[src/rtl/bam_pkg.sv]
// Package: shared encodings for the bus activity monitor.
// Assumes transfer-type codes follow the AHB two-bit encoding.
package bam_pkg;
    typedef enum logic [1:0] {
        TR_IDLE   = 2'b00,
        TR_BUSY   = 2'b01,
        TR_NONSEQ = 2'b10,
        TR_SEQ    = 2'b11
    } trans_e;

    // Category positions; readback index is position + 1 (index 0 is total)
    localparam int CAT_WORK  = 0;
    localparam int CAT_IDLE  = 1;
    localparam int CAT_PAUSE = 2;
    localparam int CAT_WAIT  = 3;
    localparam int CAT_UNSEL = 4;
    localparam int NUM_CAT   = 5;
endpackage

[src/rtl/activity_classifier.sv]
// Module: activity_classifier
// Sorts each bus cycle into exactly one category, one-hot, using a fixed
// priority: idle, pause, not-selected, wait, productive.
// Assumes inputs are already synchronous to the bus clock.
module activity_classifier
    import bam_pkg::*;
(
    input  logic [1:0]         trans,
    input  logic               sel,
    input  logic               ready,
    output logic [NUM_CAT-1:0] cat_vec,
    output logic               work
);
    // Priority decode of the current cycle into a one-hot category
    always_comb begin
        cat_vec = '0;
        if (trans == TR_IDLE) begin
            cat_vec[CAT_IDLE] = 1'b1;
        end else if (trans == TR_BUSY) begin
            cat_vec[CAT_PAUSE] = 1'b1;
        end else if (!sel) begin
            cat_vec[CAT_UNSEL] = 1'b1;
        end else if (!ready) begin
            cat_vec[CAT_WAIT] = 1'b1;
        end else begin
            cat_vec[CAT_WORK] = 1'b1;
        end
    end

    // Productive flag taken from the decoded category
    always_comb work = cat_vec[CAT_WORK];
endmodule

[src/rtl/window_ctrl.sv]
// Module: window_ctrl
// Holds the measurement-window state. Clear freezes the state, stop beats
// start. Assumes start/stop/clear are single-cycle pulses from control logic.
module window_ctrl (
    input  logic clk,
    input  logic rst_n,
    input  logic start,
    input  logic stop,
    input  logic clear,
    output logic active
);
    // Window state update with clear > stop > start priority
    always_ff @(posedge clk) begin
        if (!rst_n) begin
            active <= 1'b0;
        end else if (!clear) begin
            if (stop) begin
                active <= 1'b0;
            end else if (start) begin
                active <= 1'b1;
            end
        end
    end

    a_r7_stop_closes: assert property (@(posedge clk) disable iff (!rst_n)
        ($past(stop) && !$past(clear)) |-> !active);
    a_r7_start_opens: assert property (@(posedge clk) disable iff (!rst_n)
        ($past(start) && !$past(stop) && !$past(clear)) |-> active);
    a_r8_clear_keeps_window: assert property (@(posedge clk) disable iff (!rst_n)
        $past(clear) |-> (active == $past(active)));
endmodule

[src/rtl/sat_counter.sv]
// Module: sat_counter
// Counter of width W that zeroes on clear and stops at all-ones.
// Assumes clear has priority over increment.
module sat_counter #(
    parameter int W = 32
) (
    input  logic         clk,
    input  logic         rst_n,
    input  logic         clr,
    input  logic         inc,
    output logic [W-1:0] q
);
    localparam logic [W-1:0] MAXV = '1;

    // Count up until saturation; clear wins
    always_ff @(posedge clk) begin
        if (!rst_n) begin
            q <= '0;
        end else if (clr) begin
            q <= '0;
        end else if (inc && (q != MAXV)) begin
            q <= q + 1'b1;
        end
    end

    a_r9_no_wrap: assert property (@(posedge clk) disable iff (!rst_n)
        ($past(q) == MAXV && !$past(clr)) |-> (q == MAXV));
    a_r8_clear_zero: assert property (@(posedge clk) disable iff (!rst_n)
        $past(clr) |-> (q == '0));
    a_r7_hold_no_inc: assert property (@(posedge clk) disable iff (!rst_n)
        (!$past(inc) && !$past(clr)) |-> (q == $past(q)));
endmodule

[src/rtl/phantom_check.sv]
// Module: phantom_check
// Sticky flag for a subordinate that reports an access on a cycle that
// carried no work. Assumes work is the same-cycle productive indication.
module phantom_check (
    input  logic clk,
    input  logic rst_n,
    input  logic clear,
    input  logic access,
    input  logic work,
    output logic flag
);
    // Set on a non-work access, hold until clear or reset
    always_ff @(posedge clk) begin
        if (!rst_n) begin
            flag <= 1'b0;
        end else if (clear) begin
            flag <= 1'b0;
        end else if (access && !work) begin
            flag <= 1'b1;
        end
    end

    a_r10_sets: assert property (@(posedge clk) disable iff (!rst_n)
        ($past(access) && !$past(work) && !$past(clear)) |-> flag);
    a_r10_sticky: assert property (@(posedge clk) disable iff (!rst_n)
        ($past(flag) && !$past(clear)) |-> flag);
endmodule

[src/rtl/bus_activity_monitor.sv]
// Module: bus_activity_monitor (top)
// Passive cycle classifier and counter bank for one AHB subordinate port.
// Assumes all inputs are sampled on the bus clock; it drives nothing on the bus.
module bus_activity_monitor
    import bam_pkg::*;
#(
    parameter int CNT_W = 32,
    parameter int SEL_W = 3
) (
    input  logic             clk,
    input  logic             rst_n,
    input  logic [1:0]       trans_type,
    input  logic             slave_sel,
    input  logic             bus_ready,
    input  logic             sub_access,
    input  logic             win_start,
    input  logic             win_stop,
    input  logic             win_clear,
    input  logic [SEL_W-1:0] rd_sel,
    output logic [CNT_W-1:0] rd_data,
    output logic             work_pulse,
    output logic             window_active,
    output logic             phantom_err
);
    localparam int SUM_W = CNT_W + 3;
    localparam logic [CNT_W-1:0] CMAX = '1;

    logic [NUM_CAT-1:0] cat_vec;
    logic               work;
    logic               active;
    logic [CNT_W-1:0]   total_cnt;
    logic [CNT_W-1:0]   cat_cnt [NUM_CAT];
    logic [SUM_W-1:0]   cat_sum;

    activity_classifier u_cls (
        .trans   (trans_type),
        .sel     (slave_sel),
        .ready   (bus_ready),
        .cat_vec (cat_vec),
        .work    (work)
    );

    window_ctrl u_win (
        .clk    (clk),
        .rst_n  (rst_n),
        .start  (win_start),
        .stop   (win_stop),
        .clear  (win_clear),
        .active (active)
    );

    sat_counter #(.W(CNT_W)) u_total (
        .clk   (clk),
        .rst_n (rst_n),
        .clr   (win_clear),
        .inc   (active),
        .q     (total_cnt)
    );

    for (genvar g = 0; g < NUM_CAT; g++) begin : g_cat
        sat_counter #(.W(CNT_W)) u_cnt (
            .clk   (clk),
            .rst_n (rst_n),
            .clr   (win_clear),
            .inc   (active && cat_vec[g]),
            .q     (cat_cnt[g])
        );
    end

    phantom_check u_ph (
        .clk    (clk),
        .rst_n  (rst_n),
        .clear  (win_clear),
        .access (sub_access),
        .work   (work),
        .flag   (phantom_err)
    );

    // Readback mux: index 0 is total, 1..NUM_CAT are categories
    always_comb begin
        rd_data = '0;
        if (rd_sel == '0) begin
            rd_data = total_cnt;
        end
        for (int k = 0; k < NUM_CAT; k++) begin
            if (int'(rd_sel) == k + 1) begin
                rd_data = cat_cnt[k];
            end
        end
    end

    // Drive status outputs
    always_comb begin
        work_pulse    = work;
        window_active = active;
    end

    // Sum of category counters, used by the accounting check
    always_comb begin
        cat_sum = '0;
        for (int k = 0; k < NUM_CAT; k++) begin
            cat_sum = cat_sum + SUM_W'(cat_cnt[k]);
        end
    end

    a_r6_sum_matches: assert property (@(posedge clk) disable iff (!rst_n)
        (total_cnt != CMAX) |-> (cat_sum == SUM_W'(total_cnt)));
    a_r1_work_counted: assert property (@(posedge clk) disable iff (!rst_n)
        (active && work_pulse && !win_clear && cat_cnt[CAT_WORK] != CMAX)
        |=> (cat_cnt[CAT_WORK] == $past(cat_cnt[CAT_WORK]) + 1'b1));
endmodule

[config.mk]
export PLATFORM = sky130hd
export DESIGN_NAME = bus_activity_monitor
export DESIGN_NICKNAME = d
export VERILOG_FILES = /design/src/rtl/bam_pkg.sv /design/src/rtl/activity_classifier.sv /design/src/rtl/window_ctrl.sv /design/src/rtl/sat_counter.sv /design/src/rtl/phantom_check.sv /design/src/rtl/bus_activity_monitor.sv
export SDC_FILE = /design/constraint.sdc
export NUM_CORES = 1
export LEC_CHECK = 0
export ABC_AREA = 1
export BUFFER_PORTS_ARGS = -buffer_cell sky130_fd_sc_hd__buf_2
export CORE_AREA = 2 2 146 219
export CTS_BUF_LIST = sky130_fd_sc_hd__clkbuf_4 sky130_fd_sc_hd__clkbuf_8
export DETAILED_ROUTE_END_ITERATION = 7
export DIE_AREA = 0 0 148 221
export PLACE_DENSITY = 0.73
export SLEW_MARGIN = 20
export SYNTH_ARGS = -nofsm -noshare
export SYNTH_HDL_FRONTEND = slang
export SYNTH_SLANG_ARGS = --single-unit
[constraint.sdc]
create_clock -name clk -period 5.3 [get_ports clk]
set_input_delay 0 -clock clk [delete_from_list [all_inputs] [get_ports clk]]
set_output_delay 0 -clock clk [all_outputs]
set_load 0.005 [all_outputs]
* After elaboration in Yosys (flattened, before gate mapping)
Index checks and enable logic that the tools add are counted.
** Word-level totals
- Register bits :: 194
- Input port bits :: 13
- Output and inout bits :: 35
** Cells by class
- Eq/ne operators :: 12
- Reduce and logical (&&, ||, !) cells :: 18
- $add $sub $neg :: 6
- Muxes and demuxes :: 19
- Bitwise gates (word level) :: 2
** Operators with widths (number)
- 32-bit by 1-bit adder with 32-bit output (second input constant) :: 6
- 32-bit two-way mux :: 6
- 32-bit inequality test (second input constant) :: 6
- 3-bit == test (second input constant) :: 4
- 1-bit logical AND :: 12
- 1-bit two-way mux :: 11
- 3-bit by 2-bit == test with 1-bit output (second input constant) :: 1
- 3-bit zero test :: 1
- 3-bit two-way mux :: 1
- 2-bit by 1-bit == test with 1-bit output (second input constant) :: 1
- 2-bit zero test :: 1
- 2-bit two-way mux :: 1
- 1-bit NOT :: 2
- 2-bit AND reduction :: 1
- 2-bit nonzero test :: 1
- 2-bit OR reduction :: 1
- 1-bit zero test :: 1

* Depth between registers and ports, before layout
Gate-level depths: netlist of the first run.
- Depth in word-level cells :: 7
- Gate-level depth with buffers :: 11
- Mapped depth without buffers :: 10

* Cells and area by module
From an unflattened synthesis of the first run, not the netlist that was laid out.
** Unflattened totals
- Cells, all modules :: 2382
- Area total of the unflattened synthesis :: 14176.1 um^2
** By module, submodules not included
- sat_counter :: sequential area each 640.6 um^2, times used 6, cells an instance 332, area each 2069.5 um^2
- bus_activity_monitor :: sequential area each 0.0 um^2, times used 1, cells an instance 367, area each 1622.8 um^2
- activity_classifier :: sequential area each 0.0 um^2, times used 1, cells an instance 10, area each 48.8 um^2
- phantom_check :: sequential area each 20.0 um^2, times used 1, cells an instance 7, area each 47.5 um^2
- window_ctrl :: sequential area each 20.0 um^2, times used 1, cells an instance 6, area each 40.0 um^2

* Worst setup path after synthesis of the first run
OpenSTA, ideal clock, no wires.
- Kind :: register to register
- From :: reg g_cat[4].u_cnt.q[0]
- To :: reg g_cat[4].u_cnt.q[23]
- Data required time :: 5.168 ns
- Library setup time :: 0.132 ns
- Stages on the path, launching flop included :: 12
- Arrival time :: 1.575 ns
- Slack :: 3.593 ns
- Cells stage by stage :: dfxtp_1 -> ha_1 -> inv_1 -> nor2_4 -> nand2_2 -> nor2_4 -> nand2_4 -> nand2_8 -> inv_4 -> buf_4 -> nand2_1 -> a21oi_1
** On the way
- Word-level cells in the longest chain between the ends :: 2
** RTL lines
- start: declaration :: line sat_counter.sv:11 : output logic [W-1:0] q
- start signal: assignment :: line sat_counter.sv:22 : q <= q + 1'b1;
- parallel branches: the longest is 2 deep, another holds 32-bit by 1-bit adder with 32-bit output
Parallel ways; which one is timed is not known.
A chain may end at the register's enable or synchronous reset.

* Worst setup path in the final report of the first run
- From :: in rd_sel[1]
- To :: out rd_data[28]
** On the way
- Word-level cells in the longest chain between the ends :: 7
** RTL lines
- start: declaration :: line bus_activity_monitor.sv:19 : input logic [SEL_W-1:0] rd_sel,
- 3-bit zero test :: line bus_activity_monitor.sv:82 : if (rd_sel == '0) begin
- 32-bit two-way mux :: line bus_activity_monitor.sv:82
- 32-bit two-way mux (4 in series) :: line bus_activity_monitor.sv:86 : if (int'(rd_sel) == k + 1) begin
- 32-bit two-way mux (*) :: line bus_activity_monitor.sv:86
- end: declaration :: line bus_activity_monitor.sv:20 : output logic [CNT_W-1:0] rd_data,
Mark *: on every way between the ends. The rest lies on a longest branch, timed or not.

==> results.md, run 1 <==
- The total routing usage reported by global routing is 28.78%.
- The number of antenna violations at the first check in global routing is 1.
- The worst setup slack before clock tree synthesis is 2.863 ns.
- The path category of the worst min-delay check is in2reg.
- The final max-slew violation count is 0.
- The flow ran to the end, and the final reports show no timing, DRC or antenna violations.
- The headroom to the max-slew limit is 26.92%.
- The total area inside the core boundary comes to 30840 µm².
- Among cell families on the critical path, the largest total delay comes from simple AND/OR/NAND/NOR gates.
- Across the run, the number of max-cap violations was 0.
- On the worst path, the slowest cell contributes a delay of 0.69 ns.
- The sort of element at the start of the critical path is a primary input.
- For the worst setup path, the data arrival time is 2.35 ns.
- Setup repair after global routing left no endpoint under its margin.
- Fill cells in the final layout number 3347.
- The CTS clock-pin slew for the worst setup and hold paths is 0.11 ns.
- The later-pin clock latency in the skew report is 0.53 ns.
- After the last flow step, the layout net total stands at 2386.
- The die height is 221 µm.
- VDD sags by at most 167.1 µV.
- The area growth from synthesis to final layout is 6.240%.
- The number of clock sinks seen by CTS is 194.
- Entering global routing, the biggest net connects 85 pins.
- The detailed-route via count is 14980.
- Together, buffers and inverters on the worst path number 3.
- Once the clock tree was built, the resizer swapped 0 gates to a different size.
- The number of failing hold endpoints at the final stage is 0.
- The first-pass iteration count of the detailed router is 8.
- The count of nets left with antenna violations after detail routing is 0.
- Cells with a size suffix above 1 make up 7.227% of the layout.
- The highest layer touched by signal routing is met5.
- The row count is 79.
- Setup violations remaining at the end of the flow were counted as 0.
- The CTS tree is done.
- The analysis attributes to cell leakage a power of 4.732 nW.
- After detailed routing, the met2 layer carries 22.75 mm of wire.
- The first-pass GRT wire length is 73.52 mm.
- The category of the worst setup path capture point is a primary output.
- The routed design could run at a clock period as short as 2.349 ns.
- The cell count after synthesis is 2355.
- The total nets after synthesis is 2374.
- In this run, distinct cell masters in the synthesized netlist total 33.
- For the worst setup path, the data required time is 5.30 ns.
- Detailed placement finished with a half-perimeter wire length of 36.43 mm.
- The worst hold slack is 0.05833 ns.
- The DRC marker count from the first detailed-route iteration is 1209.
- The footprint of the multi-input gates is 8670 µm².
- The critical path goes through buf_2, nor2_1, nand2_1, inv_1, nand2_1, nand4_1, buf_2.
- The clock passes through at most 2 buffers.
- The sequential fraction of the synthesis area is 28.28%.
- The post-detailed-route via-to-cell ratio is 5.375.
- The met1 wire length is 17.52 mm.
- The transition time of the tightest slew-check pin is 1.093 ns.
- In the detailed route, the total length drawn on met3 is 2.917 mm.
- The library cell contributing the largest single delay on the critical path is nand2_1.
- The total length of routed wires is 47.00 mm.
- The die covers 32710 µm².
- The setup TNS after final layout is 0 ns.
- The top achievable clock speed is 425.6 MHz.
- The synthesized area per cell is 5.832 µm².
- The number of global-route vias before repair was 14000.
- For this configuration, the core starts out at a cell density of 44.54%.
- The count of port buffers added during placement is 47.
- The part of the cycle the worst path needs is 44.33%.
- In the final routed layout, each cell accounts on average for 16.87 µm.
- The number of remaining DRC errors is 0.
- The flip-flop and latch count after synthesis is 194.
- The clock buffer count from CTS is 17.
- The cell at the root of the clock tree is clkbuf_8.
- The synthesized netlist occupies a cell area of 13730 µm².
- In this run the power density over the cells is 178.7 nW/µm².
- Summing all flip-flop and latch instances after layout gives 3884 µm².
- The worst clock skew is 0.02037 ns.
- The slack of the critical path is 2.951 ns.
- The horizontal extent of the die is 148 µm.
- At the end of routability-driven placement, the weighted congestion stood at 1.053.
- In this run the worst path has a maximum fanout of 21.
- The level count of the clock H-tree is 4.
- Yosys printed 0 warnings.
- Summed over all layers, the global routing overflow is 0.
- The critical setup path kind is in2out.
- For this design the top-level I/O count stands at 48.
-- worst min-delay path, cell delays in order --
cell and delay (ns):
buf_2 0.14, nand2_1 0.11, nor3_4 0.09, nand4_1 0.09, nand2_1 0.05, nor2_1 0.07
-- cells by family after synthesis --
family | after synthesis | share of synthesized area [%]
flops | 194 | 28.28
xor+xnor | 75 | 4.783
fa+ha+maj | 6 | 0.5466
simple gates | 1546 | 46.98
buf+inv | 270 | 8.709
compound gates | 264 | 10.70
-- timing repair --
item                                    CTS  global route
hold buffers                              8             0
buffers inserted                          0             0
endpoints found under the setup margin    0             0
endpoints found under the hold margin    16             0
-- metal layers --
metal  GRT usage [%]  vias to the layer above
met2           50.40                      557
met4           20.40                        2
li1                -                     7459
met5               0                        -
met3           3.732                      189
met1           31.72                     6769
-- registers in the layout, indices dropped and copies added (netlist names) --
signal and cells:
g_cat.u_cnt.q 160, u_win.active 1, u_total.q 32, u_ph.flag 1
-- cell usage in the layout (no fill, tap or decap), types with 5 or more instances in the layout --
cell,netlist,final
a21oi_1,169,169
a21oi_2,10,10
buf_2,3,47
clkbuf_8,0,18
dfxtp_1,194,194
dlygate4sd3_1,0,8
ha_1,6,6
inv_1,196,195
inv_4,5,6
nand2_1,938,938
nand2_2,26,26
nand2_4,9,9
nand2_8,5,5
nand3_1,118,118
nand4_1,34,34
nor2_1,379,377
nor2_2,9,10
nor2_4,14,15
nor3_1,6,5
o2111ai_1,22,22
o21ai_0,41,41
o22ai_1,21,21
xnor2_1,19,19
xor2_1,56,56
-- path summary, 6_finish.rpt --
check	depth (start not counted)	endpoint	start	slack (ns)
max	7	rd_data[28]	rd_sel[1]	2.95
min	6	g_cat[3].u_cnt.q[19]	trans_type[1]	0.06
max reg2reg	10	g_cat[1].u_cnt.q[27]	g_cat[1].u_cnt.q[0]	3.03
min reg2reg	2	g_cat[0].u_cnt.q[31]	g_cat[0].u_cnt.q[31]	0.50
-- cells in the mapped netlist --
master | instances | area [µm²]
nor3_4 | 3 | 48.80
inv_4 | 5 | 31.28
nor2_4 | 14 | 157.7
a21oi_1 | 169 | 845.8
nor2_8 | 1 | 20.02
nor2_2 | 9 | 56.30
dfxtp_1 | 194 | 3884
o21ai_0 | 41 | 205.2
nand3b_1 | 3 | 22.52
o22ai_1 | 21 | 131.4
inv_2 | 3 | 11.26
o2111ai_1 | 22 | 192.7
nand4_1 | 34 | 212.7
or3_1 | 1 | 6.260
a21oi_2 | 10 | 87.58
xnor2_1 | 19 | 166.4
clkbuf_1 | 38 | 142.6
nor2_1 | 379 | 1423
buf_6 | 18 | 202.7
nand2_8 | 5 | 100.1
nand2_4 | 9 | 101.4
buf_2 | 3 | 15.01
nand2_2 | 26 | 162.7
nor3_1 | 6 | 30.03
buf_4 | 4 | 30.03
ha_1 | 6 | 75.07
buf_1 | 2 | 7.510
a211oi_1 | 1 | 7.510
nand3_1 | 118 | 590.6
nand2_1 | 938 | 3521
buf_12 | 1 | 20.02
xor2_1 | 56 | 490.5
inv_1 | 196 | 735.7
-- through the flow --
step           util [%]  total power [mW]  area, µm²  cells
2_1_floorplan         -             1.568      13730   2355
3_3_place_gp      45.74             1.591      14110   2745
3_5_place_dp      45.74             1.592      14110   2745
4_1_cts           47.31             2.627      14590   2785
5_1_grt           47.31             2.674      14590   2785
6_report          47.31             2.608      14590   2786
-- layout make-up --
class | count | area share [%]
Antenna cell | 1 | 0.01715
Clock buffer | 22 | 1.904
Clock inverter | 10 | 0.8575
Inverter | 204 | 5.351
Multi-Input combinational cell | 1891 | 59.42
Sequential cell | 194 | 26.62
Tap cell | 405 | 3.473
Timing Repair Buffer | 59 | 2.367
-- where the power goes --
part           total, mW  switching [mW]  internal (mW)  leakage (nW)
combinational      0.102          0.0820         0.0203          2.96
clock               1.04           0.585          0.459         0.207
sequential          1.46         0.00307           1.46          1.56
total               2.61           0.670           1.94          4.73
Note: power is estimated with default switching activity, not from simulation.
==> run 2, diff against run 1 <==
- clock period: 5.3 -> 2.3 ns (I/O delays scaled with it)
==> results.md, run 2 (synthesis results as in run 1) <==
- The number of diodes is 0 (-1).
- The slack of the critical path is 0.2360 ns (-2.715 ns).
- The flow ran to the end, and the final reports show no timing, DRC or antenna violations.
- The power per unit of standard cell area is 400.1 nW/µm² (+120%).
- The net count reported at finish was 2442 (+2.3%).
- The total length of routed wires is 48.40 mm (+3.0%).
- The number of flip-flops under the largest register name is 160 (unchanged).
- The count of boundary I/O pins is 48 (unchanged).
- The required time of the critical path is 2.70 ns (-2.60 ns).
- The largest registers in the layout are g_cat.u_cnt.q x160, u_total.q x32.
- The part of the cycle the worst path needs is 89.74%.
- The clock buffer count from CTS was 17 (unchanged).
- The worst setup slack before clock tree synthesis came to 0.2572 ns (-2.606 ns).
- The critical path is of the reg2reg type.
- The die area is 32710 µm² (unchanged).
- Counting flops per register, the top entry is g_cat.u_cnt.q.
- In this run the worst hold path is classified as in2reg.
- The first-pass GRT wire length is 76.14 mm (+3.6%).
- The die height came to 221 µm (unchanged).
- The setup TNS after final layout is 0 ns (unchanged).
- The cell at the root of the clock tree is clkbuf_8.
- The total routing usage reported by global routing is 29.70% (+0.92 points).
- The post-detailed-route via-to-cell ratio is 5.376 (about the same).
- The final design area excluding fillers was 15040 µm² (+3.1%).
- The number of antenna violations at the first check in global routing was 0 (-1).
- The final total power is 6.019 mW (+130%).
- The worst voltage drop across the vdd grid is 397.8 µV (+140%).
- STA classifies the critical path endpoint as a flip-flop.
- The top cell types in the final layout, fill and taps aside, are 938 x nand2_1, 377 x nor2_1, 195 x inv_1.
- The number of standard cells in the layout, taps in and fillers out was 2841 (+2.0%).
- The maximum buffer depth of the clock tree is 2 (unchanged).
- The residual overflow from global routing is 0 (unchanged).
- The post-route minimum period is 2.064 ns.
- The level count of the clock H-tree is 4 (unchanged).
- The layout cell share with drive strength beyond 1 was 9.401% (+2.2 points).
- The CTS clock-pin slew for the worst setup and hold paths was 0.11 ns (about the same).
- The leading cell type in the layout, fill and taps excluded is nand2_1.
- The worst hold slack is 0.05382 ns (-0.004517 ns).
- The detailed-route via count came to 15270 (+2.0%).
- The first-pass iteration count of the detailed router is 5 (-3).
- The horizontal extent of the die came to 148 µm (unchanged).
- The DRC marker count from the first detailed-route iteration was 1311 (+8.4%).
- The count of nets left with antenna violations after detail routing is 0 (unchanged).
- The count of port buffers added during placement is 47 (unchanged).
- The static power due to leakage is 5.032 nW (+6.3%).
- The pin count of the biggest net entering global routing is 49 (-42%).
- The number of maximum-capacitance constraint violations is 0 (unchanged).
- The number of remaining DRC errors is 0 (unchanged).
- The worst clock skew was 0.02242 ns (+0.002053 ns).
- The number of clock sinks seen by CTS was 194 (unchanged).
- The area growth from synthesis to final layout is 9.520%.
- TritonCTS built the clock tree.
- The sort of element at the start of the critical path is a flip-flop.
- The transition time of the tightest slew-check pin came to 0.7378 ns (-0.3554 ns).
- The data arrival time of the critical path is 2.46 ns (+0.11 ns).
- The number of global-route vias before repair is 14540 (+3.8%).
- The cell total after placement is 2802 (+2.1%).
- The area of the core region is 30840 µm² (unchanged).
- Setup repair after global routing left no endpoint under its margin.
- The final design utilization came to 48.77% (+1.5 points).
- The worst hold path cell count is 5 (-1).
- The row count is 79 (unchanged).
- The headroom to the max-slew limit is 50.70% (+24 points).
- The later-pin clock latency in the skew report is 0.53 ns (about the same).
- The final max-slew violation count is 0 (unchanged).
- The initial core utilization is 44.54% (unchanged).
- The placed standard-cell area is 14570 µm² (+3.3%).
- The number of failing hold endpoints at the final stage is 0 (unchanged).
- The mean routed wirelength per cell came to 17.04 µm (+0.98%).
- The total half-perimeter wirelength after legalization and detailed placement is 38.08 mm (+4.5%).
- Based on the critical path, the design can be clocked at up to 484.5 MHz.
- The number of setup violations in the final report is 0 (unchanged).
- The worst reg-to-reg path cell count is 10 (unchanged).
- The placer's final routability congestion estimate is 1.009 (-4.2%).
- The peak fanout along the critical path is 27 (+29%).
-- run 2: cell count changes in the layout (fill, tap and decap cells not counted), moves of 2 or more --
cell,before,now
clkinv_2,1,3
clkinvlp_4,1,3
buf_4,4,58
buf_12,0,3
clkbuf_4,4,0
-- run 2: routing by layer --
metal  share of wire [%]  wire (µm)  global-route usage [%]
met4                 8.5       4119                   22.37
met5                   0          0                       0
met3                 5.7       2771                   3.443
met2                  48      23330                   51.52
met1                  38      18180                   32.85
-- run 2: worst max-delay path, cell delays in order (launching register included) --
cell,delay [ns]
dfxtp_1,0.43
ha_1,0.30
inv_1,0.10
nor2_4,0.16
nand2_2,0.10
nor2_4,0.20
nand2_4,0.12
nand2_8,0.18
inv_4,0.15
nand2_1,0.10
a21oi_1,0.06
-- run 2: cell type report --
type / count / area [µm²]
Sequential cell: 194 / 3884
Fill cell: 3300 / 15800
Tap cell: 405 / 506.7
Clock inverter: 14 / 152.6
Multi-Input combinational cell: 1891 / 8670
Timing Repair Buffer: 115 / 800.8
Clock buffer: 18 / 247.7
Inverter: 204 / 780.7
-- run 2: path summary, 6_finish.rpt --
path	startpoint	slack [ns]	endpoint
max reg2reg	g_cat[4].u_cnt.q[0]	0.24	g_cat[4].u_cnt.q[3]
max	g_cat[4].u_cnt.q[0]	0.24	g_cat[4].u_cnt.q[3]
min reg2reg	g_cat[0].u_cnt.q[31]	0.50	g_cat[0].u_cnt.q[31]
min	slave_sel	0.05	g_cat[4].u_cnt.q[24]
-- run 2: timing repair --
item	4_1_cts	5_1_grt
setup buffers	0	0
endpoints found under the hold margin	8	0
hold buffers	7	0
resized for setup	0	0
-- run 2: power breakdown --
part           internal (mW)  leakage, nW  switching (mW)
Clock                   1.01        0.198            1.38
Sequential              3.36         1.56         0.00368
Combinational         0.0644         3.27           0.201
Total                   4.43         5.03            1.59
